### src/rtl/sbr_pkg.sv
package sbr_pkg;
   // Regions of the single-bit location space.
   typedef enum logic [1:0] {
      AR_MODE  = 2'd0,   // location 0
      AR_FIELD = 2'd1,   // locations 1 .. PIN_N-2
      AR_TOP   = 2'd2,   // location PIN_N-1
      AR_PIN   = 2'd3    // locations PIN_N .. 2*PIN_N-1
   } area_e;
endpackage

### src/rtl/sbr_mode_reg.sv
module sbr_mode_reg (
   input  logic clk,
   input  logic rst_n,
   input  logic load,
   input  logic load_val,
   input  logic leave,
   output logic mode_q
);
   always_ff @(posedge clk or negedge rst_n) begin
      if (!rst_n)      mode_q <= 1'b0;
      else if (load)   mode_q <= load_val;
      else if (leave)  mode_q <= 1'b0;
   end
endmodule

### src/rtl/sbr_enable_bank.sv
module sbr_enable_bank #(
   parameter int PIN_N = 16,
   localparam int IDX_W = $clog2(PIN_N)
) (
   input  logic             clk,
   input  logic             rst_n,
   input  logic             wr,
   input  logic [IDX_W-1:0] idx,
   input  logic             val,
   input  logic             clr_all,
   output logic [PIN_N-1:1] en_q
);
   for (genvar i = 1; i < PIN_N; i++) begin : g_en
      always_ff @(posedge clk or negedge rst_n) begin
         if (!rst_n)                             en_q[i] <= 1'b0;
         else if (clr_all)                       en_q[i] <= 1'b0;
         else if (wr && (idx == IDX_W'(i)))      en_q[i] <= val;
      end
   end
endmodule

### src/rtl/sbr_pin_bank.sv
module sbr_pin_bank #(
   parameter int PIN_N = 16,
   localparam int IDX_W = $clog2(PIN_N)
) (
   input  logic             clk,
   input  logic             rst_n,
   input  logic             wr,
   input  logic [IDX_W-1:0] idx,
   input  logic             val,
   input  logic             dir_clr,
   output logic [PIN_N-1:0] out_q,
   output logic [PIN_N-1:0] dir_q
);
   for (genvar n = 0; n < PIN_N; n++) begin : g_pin
      logic hit;
      assign hit = wr && (idx == IDX_W'(n));
      always_ff @(posedge clk or negedge rst_n) begin
         if (!rst_n)       dir_q[n] <= 1'b0;
         else if (dir_clr) dir_q[n] <= 1'b0;
         else if (hit)     dir_q[n] <= 1'b1;
      end
      always_ff @(posedge clk or negedge rst_n) begin
         if (!rst_n)   out_q[n] <= 1'b0;
         else if (hit) out_q[n] <= val;
      end
   end
endmodule

### src/rtl/sbr_read_mux.sv
module sbr_read_mux
   import sbr_pkg::*;
#(
   parameter int PIN_N    = 16,
   parameter int SHARE_LO = 7,
   localparam int IDX_W   = $clog2(PIN_N),
   localparam int CNT_W   = PIN_N - 2,
   localparam int MIR_SUM = PIN_N - 1 + SHARE_LO
) (
   input  logic             mode,
   input  area_e            area,
   input  logic [IDX_W-1:0] lo,
   input  logic [PIN_N-1:0] pin_lvl,
   input  logic [PIN_N-1:1] int_lvl,
   input  logic [PIN_N-1:0] pin_out,
   input  logic [PIN_N-1:0] pin_dir,
   input  logic [CNT_W-1:0] cnt_latched,
   input  logic             irq_req_n,
   output logic             rd_bit
);
   logic [PIN_N-1:0] line_rd;
   logic [PIN_N-1:0] pin_rd;
   logic [IDX_W-1:0] fidx;

   assign line_rd[0] = 1'b0;
   for (genvar i = 1; i < PIN_N; i++) begin : g_line
      if (i >= SHARE_LO) begin : g_shared
         // shared line i is pin MIR_SUM-i; an output pin reads back its drive
         assign line_rd[i] = pin_dir[MIR_SUM-i] ? pin_out[MIR_SUM-i] : int_lvl[i];
      end else begin : g_plain
         assign line_rd[i] = int_lvl[i];
      end
   end

   for (genvar n = 0; n < PIN_N; n++) begin : g_prd
      assign pin_rd[n] = pin_dir[n] ? pin_out[n] : pin_lvl[n];
   end

   assign fidx = lo - IDX_W'(1);

   always_comb begin
      unique case (area)
         AR_MODE:  rd_bit = mode;
         AR_FIELD: rd_bit = mode ? cnt_latched[fidx] : line_rd[lo];
         AR_TOP:   rd_bit = mode ? irq_req_n : line_rd[lo];
         default:  rd_bit = pin_rd[lo];
      endcase
   end
endmodule

### src/rtl/sbr_regif.sv
module sbr_regif
   import sbr_pkg::*;
#(
   parameter int PIN_N    = 16,
   parameter int SHARE_LO = 7,
   localparam int IDX_W   = $clog2(PIN_N),
   localparam int ADDR_W  = IDX_W + 1,
   localparam int CNT_W   = PIN_N - 2
) (
   input  logic             clk,
   input  logic             rst_n,
   input  logic [ADDR_W-1:0] sel_addr,
   input  logic             wr_stb,
   input  logic             wr_bit,
   input  logic             rd_stb,
   output logic             rd_bit,
   input  logic [PIN_N-1:0] pin_lvl,
   input  logic [PIN_N-1:1] int_lvl,
   input  logic [CNT_W-1:0] cnt_latched,
   input  logic             irq_req_n,
   output logic             mode_clk,
   output logic [PIN_N-1:1] en_mask,
   output logic             ivl_wr,
   output logic [IDX_W-1:0] ivl_idx,
   output logic             ivl_val,
   output logic [PIN_N-1:0] pin_out,
   output logic [PIN_N-1:0] pin_dir
);
   if ((PIN_N & (PIN_N - 1)) != 0 || PIN_N < 4) begin : g_bad_pins
      $error("sbr_regif: PIN_N must be a power of two, at least 4");
   end
   if (SHARE_LO < 1 || SHARE_LO > PIN_N - 1) begin : g_bad_share
      $error("sbr_regif: SHARE_LO must lie in 1..PIN_N-1");
   end

   logic             in_pin;
   logic [IDX_W-1:0] lo;
   area_e            area;

   assign in_pin = sel_addr[ADDR_W-1];
   assign lo     = sel_addr[IDX_W-1:0];

   always_comb begin
      if (in_pin)                          area = AR_PIN;
      else if (lo == '0)                   area = AR_MODE;
      else if (lo == IDX_W'(PIN_N - 1))    area = AR_TOP;
      else                                 area = AR_FIELD;
   end

   logic mode_ld, leave, en_wr, soft_rst, pin_wr;

   assign mode_ld  = wr_stb && (area == AR_MODE);
   assign leave    = (wr_stb || rd_stb) && (area == AR_PIN);
   assign en_wr    = wr_stb && !mode_clk && (area == AR_FIELD || area == AR_TOP);
   assign soft_rst = wr_stb && mode_clk && (area == AR_TOP) && !wr_bit;
   assign pin_wr   = wr_stb && (area == AR_PIN);

   assign ivl_wr   = wr_stb && mode_clk && (area == AR_FIELD);
   assign ivl_idx  = lo - IDX_W'(1);
   assign ivl_val  = wr_bit;

   sbr_mode_reg i_mode (
      .clk      (clk),
      .rst_n    (rst_n),
      .load     (mode_ld),
      .load_val (wr_bit),
      .leave    (leave),
      .mode_q   (mode_clk)
   );

   sbr_enable_bank #(.PIN_N(PIN_N)) i_en (
      .clk     (clk),
      .rst_n   (rst_n),
      .wr      (en_wr),
      .idx     (lo),
      .val     (wr_bit),
      .clr_all (soft_rst),
      .en_q    (en_mask)
   );

   sbr_pin_bank #(.PIN_N(PIN_N)) i_pins (
      .clk     (clk),
      .rst_n   (rst_n),
      .wr      (pin_wr),
      .idx     (lo),
      .val     (wr_bit),
      .dir_clr (soft_rst),
      .out_q   (pin_out),
      .dir_q   (pin_dir)
   );

   sbr_read_mux #(.PIN_N(PIN_N), .SHARE_LO(SHARE_LO)) i_rd (
      .mode        (mode_clk),
      .area        (area),
      .lo          (lo),
      .pin_lvl     (pin_lvl),
      .int_lvl     (int_lvl),
      .pin_out     (pin_out),
      .pin_dir     (pin_dir),
      .cnt_latched (cnt_latched),
      .irq_req_n   (irq_req_n),
      .rd_bit      (rd_bit)
   );
endmodule

### config.mk
export PLATFORM = sky130hd
export DESIGN_NAME = sbr_regif
export DESIGN_NICKNAME = d
export VERILOG_FILES = /design/src/rtl/sbr_pkg.sv /design/src/rtl/sbr_mode_reg.sv /design/src/rtl/sbr_enable_bank.sv /design/src/rtl/sbr_pin_bank.sv /design/src/rtl/sbr_read_mux.sv /design/src/rtl/sbr_regif.sv
export SDC_FILE = /design/constraint.sdc
export NUM_CORES = 1
export LEC_CHECK = 0
export BUFFER_PORTS_ARGS = -buffer_cell sky130_fd_sc_hd__clkbuf_2
export CAP_MARGIN = 10
export CORE_UTILIZATION = 40
export DETAILED_ROUTE_END_ITERATION = 10
export GPL_TIMING_DRIVEN = 0
export HOLD_SLACK_MARGIN = 0.05
export PLACE_DENSITY = 0.68
export SYNTH_ARGS = -nofsm -noshare
export SYNTH_HDL_FRONTEND = slang
export SYNTH_SLANG_ARGS = --single-unit
### constraint.sdc
create_clock -name clk -period 5.7 [get_ports clk]
set_input_delay 0.57 -clock clk [delete_from_list [all_inputs] [get_ports clk]]
set_output_delay 0.57 -clock clk [all_outputs]
set_load 0.01 [all_outputs]
==> flow_metrics.env, run 1 <==
export IMPL_fill_cells=648
export IMPL_finalSetupViolCount=0
export IMPL_p_leak_uw=0.00181
export IMPL_syn_num_nets=354
export IMPL_rows=30
export IMPL_crit_path_top_delay_cell="inv_1"
export IMPL_grt_max_degree=49
export IMPL_p_int_uw=674
export IMPL_p_sw_share_pct=34.4
export IMPL_seqPwrFrac_pct=47.3
export IMPL_layoutNonFillerInstCount=501
export IMPL_dp_cells=493
export IMPL_cap_violations=0
export IMPL_worstSetupPathType="in -> out"
export IMPL_routed_wl_mm=7.96
export IMPL_path_buf_inv=6
export IMPL_fmax_ghz=0.280
export IMPL_h_tree_depth=2
export IMPL_diodes=0
export IMPL_hold_viol=0
export IMPL_period_minus_slack_ns=3.57
export IMPL_coreArea_sq_mm=0.00687
export IMPL_ir_worst_vdd_v=0.000103
export IMPL_fin_skew_ns=0.00613
export IMPL_yosysTopAreaCell="dfrtp_1"
export IMPL_cp_cell_sequence="clkbuf_2 > buf_2 > inv_1 > ha_1 > buf_2 > nand2_1 > a21oi_1 > inv_1 > ha_1 > a311oi_1 > and4_1 > nor4_2 > clkbuf_2"
export IMPL_cts_tree="done"
export IMPL_synth_ff_type="dfrtp_1"
export IMPL_initial_utilization_pct=41.8
export IMPL_rsz0062_at_grt="no"
export IMPL_cp_max_fo=9
export IMPL_tns_ns=0
export IMPL_clk_latency_ns=0.30
export IMPL_die_h_microns=86.8
export IMPL_area_growth_pct=26.5
export IMPL_status="finished, final reports clean"
export IMPL_synth_seq_area_share_pct=41.8
export IMPL_grt_pass1_vias=2560
export IMPL_period_share_pct=62.6
export IMPL_ant_nets=0
export IMPL_yosysTopAreaCellShare_pct=41.8
export IMPL_vias=2631
export IMPL_yosysWarningCount=0
export IMPL_synth_edff_count=0
export IMPL_synthTopCellsByArea="dfrtp_1 42%, mux2i_1 10%, nor2_1 6.7%, mux2_2 6.3%, a21oi_1 5.4%"
export IMPL_critPathArrivalTime_ns=3.00
export IMPL_nNetsFinal=470
export IMPL_dieArea_sq_mm=0.00753
export IMPL_io_buffers=108
export IMPL_globalplace_congestion=0.806
export IMPL_clock_path_buffers=2
export IMPL_cp_top_family="buffers and inverters"
export IMPL_worstMarginPinSlew_ns=0.552
export IMPL_antenna_found_initial=0
export IMPL_drt_iter0_markers=141
export IMPL_cts_buffers=5
export IMPL_wl_per_cell_microns=15.9
export IMPL_power_per_cell_area_mw_per_mm2=283
export IMPL_relSlewSlack_pct=63.2
export IMPL_multi_input_area_sq_mm=0.00154
export IMPL_hp_class="in -> async"
export IMPL_hpwl_mm=6.05
export IMPL_drc=0
export IMPL_drive_gt1_share_pct=37.8
export IMPL_p_switching_uw=354
export IMPL_power_frac_comb_pct=33.4
export IMPL_async_reset_ff_share_pct=100
export IMPL_cts_root_buf="clkbuf_8"
export IMPL_power_uw=1030
export IMPL_setup_worst_path_start_class="input pin"
export IMPL_max_stage_delay_ns=0.28
export IMPL_ctsHoldBuffers=0
export IMPL_grt_use_total_pct=21.7
export IMPL_grt_first_pass_wirelength_mm=12.5
export IMPL_io_pins=111
export IMPL_dieWidth_microns=86.8
export IMPL_slew_viol_final=0
export IMPL_cts_resized_gates=0
export IMPL_postCtsSetupBuffers=0
export IMPL_syn_avg_cell_area_sq_um=9.94
export IMPL_netlist_area_sq_mm=0.00287
export IMPL_cp_end_kind="primary output"
export IMPL_path_clk_slew_ns=0.09
export IMPL_synth_cell_types=43
export IMPL_viasPerCell=5.25
export IMPL_ys_ff_latch=48
export IMPL_grt_overflow_total=0
export IMPL_fin_hold_ws_ns=0.175
export IMPL_cts_sinks=48
export IMPL_syn_inst=289
export IMPL_power_frac_clock_pct=19.3
export IMPL_dr_pass1_iters=4
export IMPL_required_ns=5.13
export IMPL_register_area_sq_mm=0.00120
## sequential cells by signal, summed over array words and instances, names as in the netlist
name,flops
i_en.en_q,15
i_mode.mode_q,1
i_pins.dir_q,16
i_pins.out_q,16
## final cells by class
class                      count  share of cell area (%)
multi-input combinational    211                    42.3
inverter                      11                    1.20
clock inverter                 2                   0.344
clock buffer                   5                    1.89
timing repair buffer         109                    15.4
sequential                    48                    33.0
buffer                        19                    2.55
tap                           96                    3.30
## Yosys cell counts, types with 2 or more instances
master and n:
nor2_1 51, dfrtp_1 48, a21oi_1 31, mux2i_1 29, mux2_2 16, o21a_1 16, inv_1 10, clkbuf_1 9
ha_1 9, nand2_1 7, nand3_1 7, mux4_2 6, nand2b_1 6, buf_2 5, buf_4 4, o21ai_0 3
and3_1 2, nor2_2 2, nor3_1 2, o2111ai_1 2, xnor2_1 2
## metrics by stage
stage / cell area (sq um) / util (%) / worst slack [ns]
floorplan: 2870 / - / 2.76
global placement: 3530 / 51.5 / 2.20
detailed placement: 3530 / 51.5 / 2.12
CTS: 3620 / 52.6 / 2.13
global route: 3640 / 52.9 / 1.79
finish: 3640 / 52.9 / 2.13
## logic make-up after synthesis
kind of cell	count (synthesis)	synth area share, %
compound gates	64	14.4
xor+xnor	2	0.610
fa+ha+maj	9	3.92
buf+inv	30	4.75
flops	48	41.8
mux	51	21.1
simple gates	85	13.5
## power by group through the flow
| stage | sequential [uW] | clock (uW) | combinational [uW] |
|---|---|---|---|
| after global placement | 490 | 0 | 339 |
| after detailed placement | 494 | 0 | 345 |
| after floorplan | 518 | 0 | 163 |
| after global routing | 498 | 214 | 377 |
| final | 487 | 198 | 343 |
| after CTS | 487 | 203 | 346 |
## final timing paths
kind | from | endpoint | slack (ns) | depth (start not counted)
setup / recovery | sel_addr[0] | rd_bit | 2.13 | 13
hold / removal | rst_n | i_en.en_q[3] | 0.18 | 1
setup reg to reg | i_mode.mode_q | i_pins.dir_q[15] | 3.87 | 6
hold reg to reg | i_en.en_q[3] | i_en.en_q[3] | 0.51 | 2
max in group asynchronous | rst_n | i_pins.dir_q[13] | 4.99 | 2
min in group clk | i_en.en_q[3] | i_en.en_q[3] | 0.51 | 2
## per-layer routing
metal  wire length (microns)  vias to the layer above  GRT usage [%]  part of all wire, %
li1                        -                     1253              -                    -
met1                    3620                     1271           29.2                   45
met2                    3830                       95           35.9                   48
met3                     382                       12           3.14                  4.8
met4                     133                        0           7.27                  1.7
met5                       0                        -              0                    0
## cells in the final DEF, fill, tap and decap left out, types with 2 or more instances in the layout
cell / n
clkbuf_2: 108
clkbuf_8: 5
xnor2_1: 2
mux2i_1: 29
nor2_1: 51
nand2b_1: 6
a21oi_1: 31
inv_1: 10
dfrtp_1: 48
o21a_1: 16
and3_1: 2
o21ai_0: 3
mux4_2: 6
nor2_2: 2
buf_2: 5
clkbuf_1: 9
nand3_1: 7
nand2_1: 7
buf_4: 4
mux2_2: 16
o2111ai_1: 2
nor3_1: 2
ha_1: 9
(Power assumes the default switching activity.)
==> inputs of run 2 (changes only) <==
--- a/config.mk
+++ b/config.mk
@@ -11,7 +11,7 @@
 export DETAILED_ROUTE_END_ITERATION = 10
 export GPL_TIMING_DRIVEN = 0
 export HOLD_SLACK_MARGIN = 0.05
-export PLACE_DENSITY = 0.68
+export PLACE_DENSITY = 0.7
 export SYNTH_ARGS = -nofsm -noshare
 export SYNTH_HDL_FRONTEND = slang
 export SYNTH_SLANG_ARGS = --single-unit
==> constraint.sdc (replaced) <==
create_clock -name clk -period 3.09 [get_ports clk]
set_input_delay 0.309 -clock clk [delete_from_list [all_inputs] [get_ports clk]]
set_output_delay 0.309 -clock clk [all_outputs]
set_load 0.01 [all_outputs]
==> flow_metrics.env, run 2 (same netlist as run 1, synthesis figures left out) <==
export IMPL_status="finished, final reports clean"
export IMPL_hpwl_mm=6.21
export IMPL_rsz0062_at_grt="no"
export IMPL_path_clk_slew_ns=0.09
export IMPL_drc=0
export IMPL_top_layer_used="met4"
export IMPL_p_int_uw=1360
export IMPL_dpl_worst_slack_ns=-0.0782
export IMPL_clock_path_buffers=2
export IMPL_p_leak_uw=0.00184
export IMPL_power_frac_comb_pct=31.9
export IMPL_die_h_microns=86.8
export IMPL_drive_gt1_share_pct=38.6
export IMPL_setup_worst_path_start_class="input pin"
export IMPL_antenna_found_initial=0
export IMPL_wl_per_cell_microns=16.0
export IMPL_vias=2647
export IMPL_routed_wl_mm=8.06
export IMPL_finalSetupViolCount=0
export IMPL_cts_tree="done"
export IMPL_hold_viol=0
export IMPL_dieWidth_microns=86.8
export IMPL_relSlewSlack_pct=67.1
export IMPL_period_share_pct=90.7
export IMPL_cts_root_buf="clkbuf_8"
export IMPL_power_frac_clock_pct=23.6
export IMPL_p_switching_uw=656
export IMPL_viasPerCell=5.24
export IMPL_fin_hold_ws_ns=0.376
export IMPL_nNetsFinal=473
export IMPL_mostFrequentLayoutCell="clkbuf_2"
export IMPL_seqPwrFrac_pct=44.6
export IMPL_wl_met1_mm=3.44
export IMPL_hp_class="in -> reg"
export IMPL_cap_violations=0
export IMPL_critPathArrivalTime_ns=2.49
export IMPL_grt_first_pass_wirelength_mm=12.6
export IMPL_required_ns=2.78
export IMPL_power_per_cell_area_mw_per_mm2=543
export IMPL_fin_skew_ns=0.00399
export IMPL_period_minus_slack_ns=2.80
export IMPL_coreArea_sq_mm=0.00687
export IMPL_clk_latency_ns=0.30
export IMPL_ir_worst_vdd_v=0.000230
export IMPL_wl_met2_mm=3.96
export IMPL_cts_sinks=48
export IMPL_drt_iter0_markers=156
export IMPL_dieArea_sq_mm=0.00753
export IMPL_slew_viol_final=0
export IMPL_h_tree_depth=2
export IMPL_globalplace_congestion=0.807
export IMPL_grt_use_total_pct=21.8
export IMPL_ant_nets=0
export IMPL_p_sw_share_pct=32.6
export IMPL_fin_ws_ns=0.289
export IMPL_cp_max_fo=10
export IMPL_grt_overflow_total=0
export IMPL_worstMarginPinSlew_ns=0.493
export IMPL_dr_pass1_iters=4
export IMPL_dp_cells=493
export IMPL_area_growth_pct=29.0
export IMPL_fmax_ghz=0.357
export IMPL_mostFrequentLayoutCells="108 x clkbuf_2, 51 x nor2_1, 48 x dfrtp_1, 30 x a21oi_1, 29 x mux2i_1"
export IMPL_io_pins=111
export IMPL_rows=30
export IMPL_io_buffers=108
export IMPL_grt_pass1_vias=2627
export IMPL_reg_top3="i_pins.dir_q x16, i_pins.out_q x16, i_en.en_q x15"
export IMPL_initial_utilization_pct=41.8
export IMPL_cp_end_kind="primary output"
export IMPL_layoutNonFillerInstCount=505
export IMPL_met3WireLength_microns=552
export IMPL_tns_ns=0
export IMPL_worstSetupPathType="in -> out"
export IMPL_cts_buffers=5
export IMPL_diodes=0
export IMPL_grt_max_degree=49
==> run 2: final cells by class <==
cell class | instances | area (sq um)
plain buffers | 19 | 92.6
clock buffers | 6 | 82.6
clock inverters | 2 | 38.8
fillers | 631 | 3160
inverters | 11 | 47.5
multi-input cells | 211 | 1540
flip-flops and latches | 48 | 1200
well taps | 96 | 120
repair buffers | 112 | 586
==> run 2: power by group through the flow <==
stage,clock network (uW),logic (uW),registers (uW)
finish,474,642,898
global route,511,703,916
CTS,482,642,898
detailed placement,0,639,910
global placement,0,625,903
floorplan,0,301,955
==> run 2: metrics by stage <==
stage	utilization, %	area (sq um)	total power, uW
final	54.0	3710	2010
after global routing	54.0	3710	2130
after CTS	53.2	3660	2020
after detailed placement	51.5	3530	1550
after global placement	51.5	3530	1530
after floorplan	-	2870	1260
==> run 2: timing repair <==
action / CTS / global route
setup buffers: 0 / 2
hold endpoints to repair: 0 / 9
resized for setup: 0 / 2
hold buffers: 0 / 1
endpoints found under the setup margin: 0 / 1
==> run 2: path summary, 6_finish.rpt <==
kind                          startpoint  depth (start not counted)          endpoint  slack [ns]
max                          sel_addr[1]                         14            rd_bit        0.29
min                               wr_bit                          2  i_pins.out_q[10]        0.38
max reg2reg                i_mode.mode_q                          6   i_pins.dir_q[3]        1.30
min reg2reg                 i_en.en_q[6]                          2      i_en.en_q[6]        0.51
max in group asynchronous          rst_n                          3   i_pins.dir_q[9]        2.18
min in group asynchronous          rst_n                          2     i_mode.mode_q        0.42
==> run 2: layer usage <==
metal / vias up / global-route usage (%)
met3: 11 / 5.14
met4: 0 / 7.12
met1: 1275 / 27.1
li1: 1260 / -
met2: 101 / 37.5
met5: - / 0
==> run 2: worst max-delay path, stage by stage <==
cell,delay (ns)
clkbuf_2,0.11
buf_4,0.19
inv_4,0.16
ha_1,0.16
buf_2,0.21
nand2_1,0.10
a21oi_2,0.20
inv_1,0.11
ha_1,0.25
a211oi_1,0.22
nand2_1,0.07
a21oi_1,0.17
nor4_2,0.08
clkbuf_2,0.15
